**src/rtl/bfly_pkg.sv**
```systemverilog
package bfly_pkg;
  localparam int REG_W   = 4;
  localparam int SEL_W   = 2;
  localparam int OP_W    = 3;
  localparam int BANK_W  = REG_W - SEL_W;
  localparam int INSTR_W = OP_W + 1 + 2*SEL_W + 2*REG_W;

  localparam logic [OP_W-1:0]   OP_BFLY = 3'b101;
  localparam logic [BANK_W-1:0] BANK_A  = 2'b10;  // regs 8..11
  localparam logic [BANK_W-1:0] BANK_B  = 2'b11;  // regs 12..15

  typedef struct packed {
    logic [OP_W-1:0]  op;
    logic             swap;
    logic [SEL_W-1:0] sel_a;
    logic [SEL_W-1:0] sel_b;
    logic [REG_W-1:0] dst_sum;
    logic [REG_W-1:0] dst_diff;
  } instr_t;

  typedef struct packed {
    logic             legal;
    logic             illegal;
    logic [REG_W-1:0] dst_sum;
    logic [REG_W-1:0] dst_diff;
  } dec_t;
endpackage

```
**src/rtl/bfly_decode.sv**
```systemverilog
module bfly_decode
  import bfly_pkg::*;
(
  input  logic             vld_i,
  input  instr_t           instr_i,
  output logic [REG_W-1:0] rd_a_idx_o,
  output logic [REG_W-1:0] rd_b_idx_o,
  output dec_t             dec_o
);
  logic ok_enc;

  always_comb begin
    ok_enc          = (instr_i.op == OP_BFLY) && !instr_i.swap;
    rd_a_idx_o      = {BANK_A, instr_i.sel_a};
    rd_b_idx_o      = {BANK_B, instr_i.sel_b};
    dec_o.legal     = vld_i && ok_enc;
    dec_o.illegal   = vld_i && !ok_enc;
    dec_o.dst_sum   = instr_i.dst_sum;
    dec_o.dst_diff  = instr_i.dst_diff;
  end
endmodule

```
**src/rtl/bfly_alu.sv**
```systemverilog
module bfly_alu #(
  parameter int W = 16
) (
  input  logic [W-1:0] a_i,
  input  logic [W-1:0] b_i,
  output logic [W-1:0] sum_o,
  output logic [W-1:0] diff_o,
  output logic         ovf_o
);
  logic [W:0] s_ext, d_ext;

  always_comb begin
    s_ext  = {a_i[W-1], a_i} + {b_i[W-1], b_i};
    d_ext  = {a_i[W-1], a_i} - {b_i[W-1], b_i};
    sum_o  = s_ext[W-1:0];
    diff_o = d_ext[W-1:0];
    // sign of extended result disagrees with truncated sign -> out of range
    ovf_o  = (s_ext[W] ^ s_ext[W-1]) | (d_ext[W] ^ d_ext[W-1]);
  end
endmodule

```
**src/rtl/bfly_commit.sv**
```systemverilog
module bfly_commit
  import bfly_pkg::*;
#(
  parameter int W = 16
) (
  input  logic             clk_i,
  input  logic             rst_ni,
  input  dec_t             dec_i,
  input  logic [W-1:0]     sum_i,
  input  logic [W-1:0]     diff_i,
  input  logic             ovf_i,
  output logic             wr_sum_en_o,
  output logic [REG_W-1:0] wr_sum_idx_o,
  output logic [W-1:0]     wr_sum_data_o,
  output logic             wr_diff_en_o,
  output logic [REG_W-1:0] wr_diff_idx_o,
  output logic [W-1:0]     wr_diff_data_o,
  output logic             ovf_o,
  output logic             illegal_o
);
  always_ff @(posedge clk_i or negedge rst_ni) begin
    if (!rst_ni) begin
      wr_sum_en_o    <= 1'b0;
      wr_diff_en_o   <= 1'b0;
      ovf_o          <= 1'b0;
      illegal_o      <= 1'b0;
      wr_sum_idx_o   <= '0;
      wr_diff_idx_o  <= '0;
      wr_sum_data_o  <= '0;
      wr_diff_data_o <= '0;
    end else begin
      // equal destinations: difference wins, sum suppressed
      wr_sum_en_o    <= dec_i.legal && (dec_i.dst_sum != dec_i.dst_diff);
      wr_diff_en_o   <= dec_i.legal;
      ovf_o          <= dec_i.legal && ovf_i;
      illegal_o      <= dec_i.illegal;
      wr_sum_idx_o   <= dec_i.dst_sum;
      wr_diff_idx_o  <= dec_i.dst_diff;
      wr_sum_data_o  <= sum_i;
      wr_diff_data_o <= diff_i;
    end
  end

  AST_ILL_NO_WRITE: assert property (@(posedge clk_i) disable iff (!rst_ni)
    illegal_o |-> (!wr_sum_en_o && !wr_diff_en_o));
  AST_SUM_WITH_DIFF: assert property (@(posedge clk_i) disable iff (!rst_ni)
    wr_sum_en_o |-> wr_diff_en_o);
  AST_DST_DISTINCT: assert property (@(posedge clk_i) disable iff (!rst_ni)
    wr_sum_en_o |-> (wr_sum_idx_o != wr_diff_idx_o));
  AST_OVF_ON_COMMIT: assert property (@(posedge clk_i) disable iff (!rst_ni)
    ovf_o |-> wr_diff_en_o);
endmodule

```
**src/rtl/bfly_unit.sv**
```systemverilog
module bfly_unit
  import bfly_pkg::*;
#(
  parameter int DATA_W = 16
) (
  input  logic               clk_i,
  input  logic               rst_ni,
  input  logic               instr_valid_i,
  input  logic [INSTR_W-1:0] instr_i,
  output logic [REG_W-1:0]   rd_a_idx_o,
  input  logic [DATA_W-1:0]  rd_a_data_i,
  output logic [REG_W-1:0]   rd_b_idx_o,
  input  logic [DATA_W-1:0]  rd_b_data_i,
  output logic               wr_sum_en_o,
  output logic [REG_W-1:0]   wr_sum_idx_o,
  output logic [DATA_W-1:0]  wr_sum_data_o,
  output logic               wr_diff_en_o,
  output logic [REG_W-1:0]   wr_diff_idx_o,
  output logic [DATA_W-1:0]  wr_diff_data_o,
  output logic               ovf_o,
  output logic               illegal_o
);
  dec_t              dec;
  logic [DATA_W-1:0] sum_c, diff_c;
  logic              ovf_c;

  bfly_decode u_dec (
    .vld_i      (instr_valid_i),
    .instr_i    (instr_t'(instr_i)),
    .rd_a_idx_o (rd_a_idx_o),
    .rd_b_idx_o (rd_b_idx_o),
    .dec_o      (dec)
  );

  bfly_alu #(.W(DATA_W)) u_alu (
    .a_i    (rd_a_data_i),
    .b_i    (rd_b_data_i),
    .sum_o  (sum_c),
    .diff_o (diff_c),
    .ovf_o  (ovf_c)
  );

  bfly_commit #(.W(DATA_W)) u_cmt (
    .clk_i          (clk_i),
    .rst_ni         (rst_ni),
    .dec_i          (dec),
    .sum_i          (sum_c),
    .diff_i         (diff_c),
    .ovf_i          (ovf_c),
    .wr_sum_en_o    (wr_sum_en_o),
    .wr_sum_idx_o   (wr_sum_idx_o),
    .wr_sum_data_o  (wr_sum_data_o),
    .wr_diff_en_o   (wr_diff_en_o),
    .wr_diff_idx_o  (wr_diff_idx_o),
    .wr_diff_data_o (wr_diff_data_o),
    .ovf_o          (ovf_o),
    .illegal_o      (illegal_o)
  );

  AST_IDLE_QUIET: assert property (@(posedge clk_i) disable iff (!rst_ni)
    !instr_valid_i |=> (!wr_diff_en_o && !wr_sum_en_o && !illegal_o));
  AST_VALID_RESPONDS: assert property (@(posedge clk_i) disable iff (!rst_ni)
    instr_valid_i |=> (wr_diff_en_o ^ illegal_o));
endmodule

```
**config.mk**
```make
export PLATFORM = sky130hd
export DESIGN_NAME = bfly_unit
export DESIGN_NICKNAME = d
export VERILOG_FILES = /design/src/rtl/bfly_pkg.sv /design/src/rtl/bfly_decode.sv /design/src/rtl/bfly_alu.sv /design/src/rtl/bfly_commit.sv /design/src/rtl/bfly_unit.sv
export SDC_FILE = /design/constraint.sdc
export NUM_CORES = 1
export LEC_CHECK = 0
export CAP_MARGIN = 20
export CORE_MARGIN = 1
export CORE_UTILIZATION = 30
export DETAILED_ROUTE_END_ITERATION = 10
export SLEW_MARGIN = 25
export SYNTH_ARGS = -nofsm -noshare
export SYNTH_HDL_FRONTEND = slang
export SYNTH_HIERARCHICAL = 1
export SYNTH_SLANG_ARGS = --single-unit
export TNS_END_PERCENT = 30
```
**constraint.sdc**
```tcl
create_clock -name clk_i -period 0.8 [get_ports clk_i]
set_clock_uncertainty 0.15 [all_clocks]
set_input_delay 0.2 -clock clk_i [delete_from_list [all_inputs] [get_ports clk_i]]
set_output_delay 0.2 -clock clk_i [all_outputs]
set_load 0.05 [all_outputs]
```
# Word-level counts from Yosys, hierarchy flattened
# Index checks and enable logic that the tools add are counted.
word_totals:
  register_bits: 44
  in_bits: 51
  out_inout_bits: 52
op_classes:
  add_sub_neg: 2
  n_eq_ne: 2
  bitwise_logic: 3
  n_reduce_logical: 7
ops:
  columns: ["op", "n"]
  rows:
  - ["$add A16 B16 Y17", 1]
  - ["$sub A16 B16 Y17", 1]
  - ["$logic_and A1 B1 Y1", 5]
  - ["$ne A4 B4 Y1", 1]
  - ["$eq A3 B3 Y1 const B", 1]
  - ["$logic_not A1 Y1", 2]
  - ["$xor A1 B1 Y1", 2]
  - ["$or A1 B1 Y1", 1]

# Longest topological paths before layout
depth:
  ltp_word: 4
  mapped_depth: 10
  ltp_nobuf: 10

# By module
# The synthesis kept the hierarchy.
modules_own_cells:
  columns: ["module", "instances", "cells_each", "area_each_um2", "seq_area_each_um2"]
  rows:
  - ["bfly_alu", 1, 249, 1732.9, 0.0]
  - ["bfly_commit", 1, 50, 1153.6, 1101.1]
  - ["bfly_decode", 1, 21, 152.6, 0.0]

# Worst setup path before layout
# No wires, ideal clock.
synth_timing:
  path_type: "in2reg"
  startpoint: "input port rd_a_data_i[0]"
  endpoint: "register u_cmt.ovf_o"
  setup_ps: 119
  t_arrival_ps: 1943
  t_required_ps: 531
  setup_slack_ps: -1412
  cell_stages: 10
  n_path_buf: 0
  cell_sequence: "ha_1 inv_1 fa_1 o21bai_1 a221oi_2 a2111oi_1 or3_1 a211o_1 nand4b_1 and2_1"
synth_between:
  elab_chain_len: 4
  elab_cells_between_ends: 6
synth_lines:
  columns: ["item", "line", "source"]
  rows:
  - ["start, declared", "bfly_unit.sv:11", "input logic [DATA_W-1:0] rd_a_data_i,"]
  - ["$add A16 B16 Y17 or $sub A16 B16 Y17 (tied branches)", "bfly_alu.sv:13, bfly_alu.sv:14", null]
  - ["$xor A1 B1 Y1", "bfly_alu.sv:18", "ovf_o = (s_ext[W] ^ s_ext[W-1]) | (d_ext[W] ^ d_ext[W-1]);"]
  - ["$or A1 B1 Y1 (*)", "bfly_alu.sv:18", null]
  - ["via ovf_c", "bfly_unit.sv:25", "logic ovf_c;"]
  - ["$logic_and A1 B1 Y1 (*)", "bfly_commit.sv:35", "ovf_o <= dec_i.legal && ovf_i;"]
  - ["end signal, assigned", "bfly_commit.sv:35", null]
  - ["end, declared", "bfly_commit.sv:18", "output logic ovf_o,"]
# Mark *: on every way through the listed nets, which the timed path passes. The rest lies on a longest branch.

# Final worst setup path
# Ends and elaborated chain as after synthesis.

==> results.yml <==
setup_path:
  critical_path_depth: 11
  critical_path.slowest_cell: "sky130_fd_sc_hd__or3_4"
  path_max_fanout: 2
  timing.critical_path.slowest_cell_delay_ns: 0.40
  timing.critical_path.cells: "buf_12 > ha_4 > inv_2 > fa_2 > o21bai_4 > a221oi_4 > a2111oi_4 > or3_4 > a211o_1 > nand4b_1 > and2_1"
  worst_setup_path_start_kind: "input port"
  cp-startpoint: "rd_a_data_i[0]"
  critical_path_required_ns: 0.90
  timing.critical_path.max_delay_family: "compound AO/OA/AOI/OAI gates"
  timing.setup.critical_path_class: "input port to register"
  arrival_ns: 2.17
  crit_path_end: "u_cmt/ovf_o"
  worst-path-buf-inv: 2
  critical_path_sink_type: "register"
power:
  pwr_density_cell_nw_per_um2: 1720
  peakVddDrop_mv: 0.856
  power.static_leakage_nw: 2.88
drt:
  drcViolationCount: 0
  dr_total_vias: 3084
  antenna_violating_nets_post_route: 0
  initialDrtViolationCount: 89
  routedWlPerCell_microns: 15.4
  finalWirelength_microns: 9990
  avgViaCountPerCell: 4.74
  firstDrtPassIters: 4
floorplanning:
  ios: 103
  core_area_sq_um: 9770
  dieArea_sq_um: 10500
  standard_cell_rows: 36
  die_height_microns: 103
  chip_width_microns: 103
  initial_core_util_pct: 31.1
synthesis:
  ys_seq_area_share_pct: 36.2
  synthesis.area_sq_um: 3040
  yosys_register_bits: 44
  synth_edf_count: 0
  fraction_of_registers_with_async_set_or_reset_after_synthesis_pct: 100
  syn_avg_cell_area_sq_um: 9.50
  synth.lib_cells_used.distinct: 57
  dominantRegCellSynth: "sky130_fd_sc_hd__dfrtp_1"
  yosys_warnings: 6
  syn_inst: 320
grt:
  grt_remaining_overflow: 0
  grt_util_all_layers_pct: 18.9
  first_pass_grt_wire_length_microns: 15300
  grt_start_max_net_pins: 45
  first_global_vias: 3194
  antenna_violations_before_repair: 0
timing:
  fmaxAchievable_mhz: 482
  timing.final.setup_violations: 76
  rsz_0062_raised_after_global_routing: "true"
  layout_setup_ws_ns: -1.27
  fin_worst_hold_slack_ns: -0.108
  post-route-period-util_pct: 259
  final_max_slew_viol_count: 0
  hold_viol: 45
  period_minus_slack_ns: 2.07
final_layout:
  synthToLayoutAreaGrowth_pct: 112
  most_frequent_standard_cell_in_the_layout_excluding_fill_and_tap_cells: "sky130_fd_sc_hd__buf_4"
  drive_gt1_share_pct: 63.6
  finish.net_count: 601
  layout_common_cells: "85 x sky130_fd_sc_hd__buf_4, 51 x sky130_fd_sc_hd__buf_12, 44 x sky130_fd_sc_hd__dfrtp_1"
  diodes: 0
  final_core_occ_pct: 65.9
placed_design:
  dp_hpwl_microns: 6940
  place.port_buffers: 90
  place.gp.congestion: 0.900
clock_tree:
  clock-sinks: 44
  number_of_clock_buffers_inserted_by_tritoncts: 5
  cts.reportedPaths.clkPinSlew_ns: 0.09
  clockRootBuffer: "sky130_fd_sc_hd__clkbuf_8"
  h-tree-depth: 2
  largest_buffer_count_on_any_clock_path: 2
  cts_hold_buffers: 1
  tritoncts_clock_tree: "done"
outcome:
  violations: "hold timing, setup timing"
  status: "finished, violations left"
flow_run:
  cap_viol_max_count: 0
hold_path:
  hold_path_class: "input port to async pin"
==> stage by stage <==
stage	area (sq um)	setup TNS (ns)	total power, mW	setup WS [ns]	instances
after global routing	6440	-45.36	11.6	-1.33	650
final	6440	-42.99	11.1	-1.27	650
after CTS	6090	-44.29	10.7	-1.33	640
after global placement	5240	-56.06	8.23	-2.02	604
after floorplan	3300	-30.63	5.50	-1.31	322
after detailed placement	5240	-56.93	8.28	-2.06	604
==> worst min path at each step <==
stage,start,to,cells after the start
after floorplan,rst_ni,u_cmt/illegal_o,0
after global placement,rst_ni,u_cmt/wr_diff_en_o,2
after detailed placement,rst_ni,u_cmt/wr_diff_en_o,2
after CTS,instr_i[2],u_cmt/wr_diff_idx_o[2],1
after global routing,instr_i[4],u_cmt/wr_sum_idx_o[0],1
final,rst_ni,u_cmt/wr_diff_en_o,3
==> registers in the layout (all words and copies together), names as in the netlist <==
register,count
u_cmt/illegal_o,1
u_cmt/ovf_o,1
u_cmt/wr_diff_data_o,16
u_cmt/wr_diff_en_o,1
u_cmt/wr_diff_idx_o,4
u_cmt/wr_sum_data_o,16
u_cmt/wr_sum_en_o,1
u_cmt/wr_sum_idx_o,4
==> cell families (layout without fill, tap and decap cells) <==
logic type	after synthesis	in the layout	synth area share, %
AO/OA/AOI/OAI	82	82	18.9
AND/OR/NAND/NOR	68	68	11.4
flip-flops	44	44	36.2
XOR/XNOR	27	27	7.78
other	2	4	0.247
buffers and inverters	63	258	11.0
adder cells (fa/ha/maj)	34	34	14.5
==> cells in the mapped netlist, types with 2 or more instances <==
library cell / count / area share, %
sky130_fd_sc_hd__a211o_1: 2 / 0.58
sky130_fd_sc_hd__a21o_1: 5 / 1.2
sky130_fd_sc_hd__a21oi_1: 27 / 4.4
sky130_fd_sc_hd__a31oi_1: 4 / 0.82
sky130_fd_sc_hd__and2_1: 3 / 0.62
sky130_fd_sc_hd__buf_4: 20 / 4.9
sky130_fd_sc_hd__buf_6: 3 / 1.1
sky130_fd_sc_hd__clkbuf_1: 2 / 0.25
sky130_fd_sc_hd__conb_1: 2 / 0.25
sky130_fd_sc_hd__dfrtp_1: 44 / 36
sky130_fd_sc_hd__fa_1: 2 / 1.3
sky130_fd_sc_hd__ha_1: 32 / 13
sky130_fd_sc_hd__inv_1: 35 / 4.3
sky130_fd_sc_hd__inv_2: 3 / 0.37
sky130_fd_sc_hd__nand2_1: 11 / 1.4
sky130_fd_sc_hd__nand2b_1: 3 / 0.62
sky130_fd_sc_hd__nand3_1: 2 / 0.33
sky130_fd_sc_hd__nor2_1: 25 / 3.1
sky130_fd_sc_hd__nor2b_1: 5 / 1.0
sky130_fd_sc_hd__nor3_1: 9 / 1.5
sky130_fd_sc_hd__o211ai_1: 2 / 0.49
sky130_fd_sc_hd__o21a_1: 3 / 0.74
sky130_fd_sc_hd__o21ai_0: 9 / 1.5
sky130_fd_sc_hd__o21bai_1: 4 / 0.99
sky130_fd_sc_hd__o311ai_0: 2 / 0.58
sky130_fd_sc_hd__o31ai_1: 4 / 0.99
sky130_fd_sc_hd__or3_1: 2 / 0.41
sky130_fd_sc_hd__xnor2_1: 22 / 6.3
sky130_fd_sc_hd__xor2_1: 5 / 1.4
==> power breakdown <==
group | internal [mW] | total (mW) | switching, mW
registers | 2.58 | 2.89 | 0.309
logic | 3.33 | 6.49 | 3.16
clock network | 0.928 | 1.71 | 0.778
total | 6.84 | 11.1 | 4.25
==> repair_timing <==
action / in CTS / in global routing
setup endpoints to repair: 80 / 120
endpoints found under the hold margin: 44 / 45
setup buffers: 30 / 15
pin swaps: 67 / 47
gates resized for setup: 239 / 69
==> final cells by class <==
class	count	area (sq um)
fillers	723	3330
multi-input cells	215	2440
repair buffers	212	2430
flip-flops and latches	44	1100
inverters	38	198
well taps	133	166
clock buffers	6	72.6
clock inverters	2	35.0
==> routing by layer <==
layer	global-route usage (%)	routed length [microns]
met1	23.1	4120
met2	33.3	5170
met3	2.98	461
met4	6.92	233
met5	0	0
Note: power is estimated with default switching activity, not from simulation.
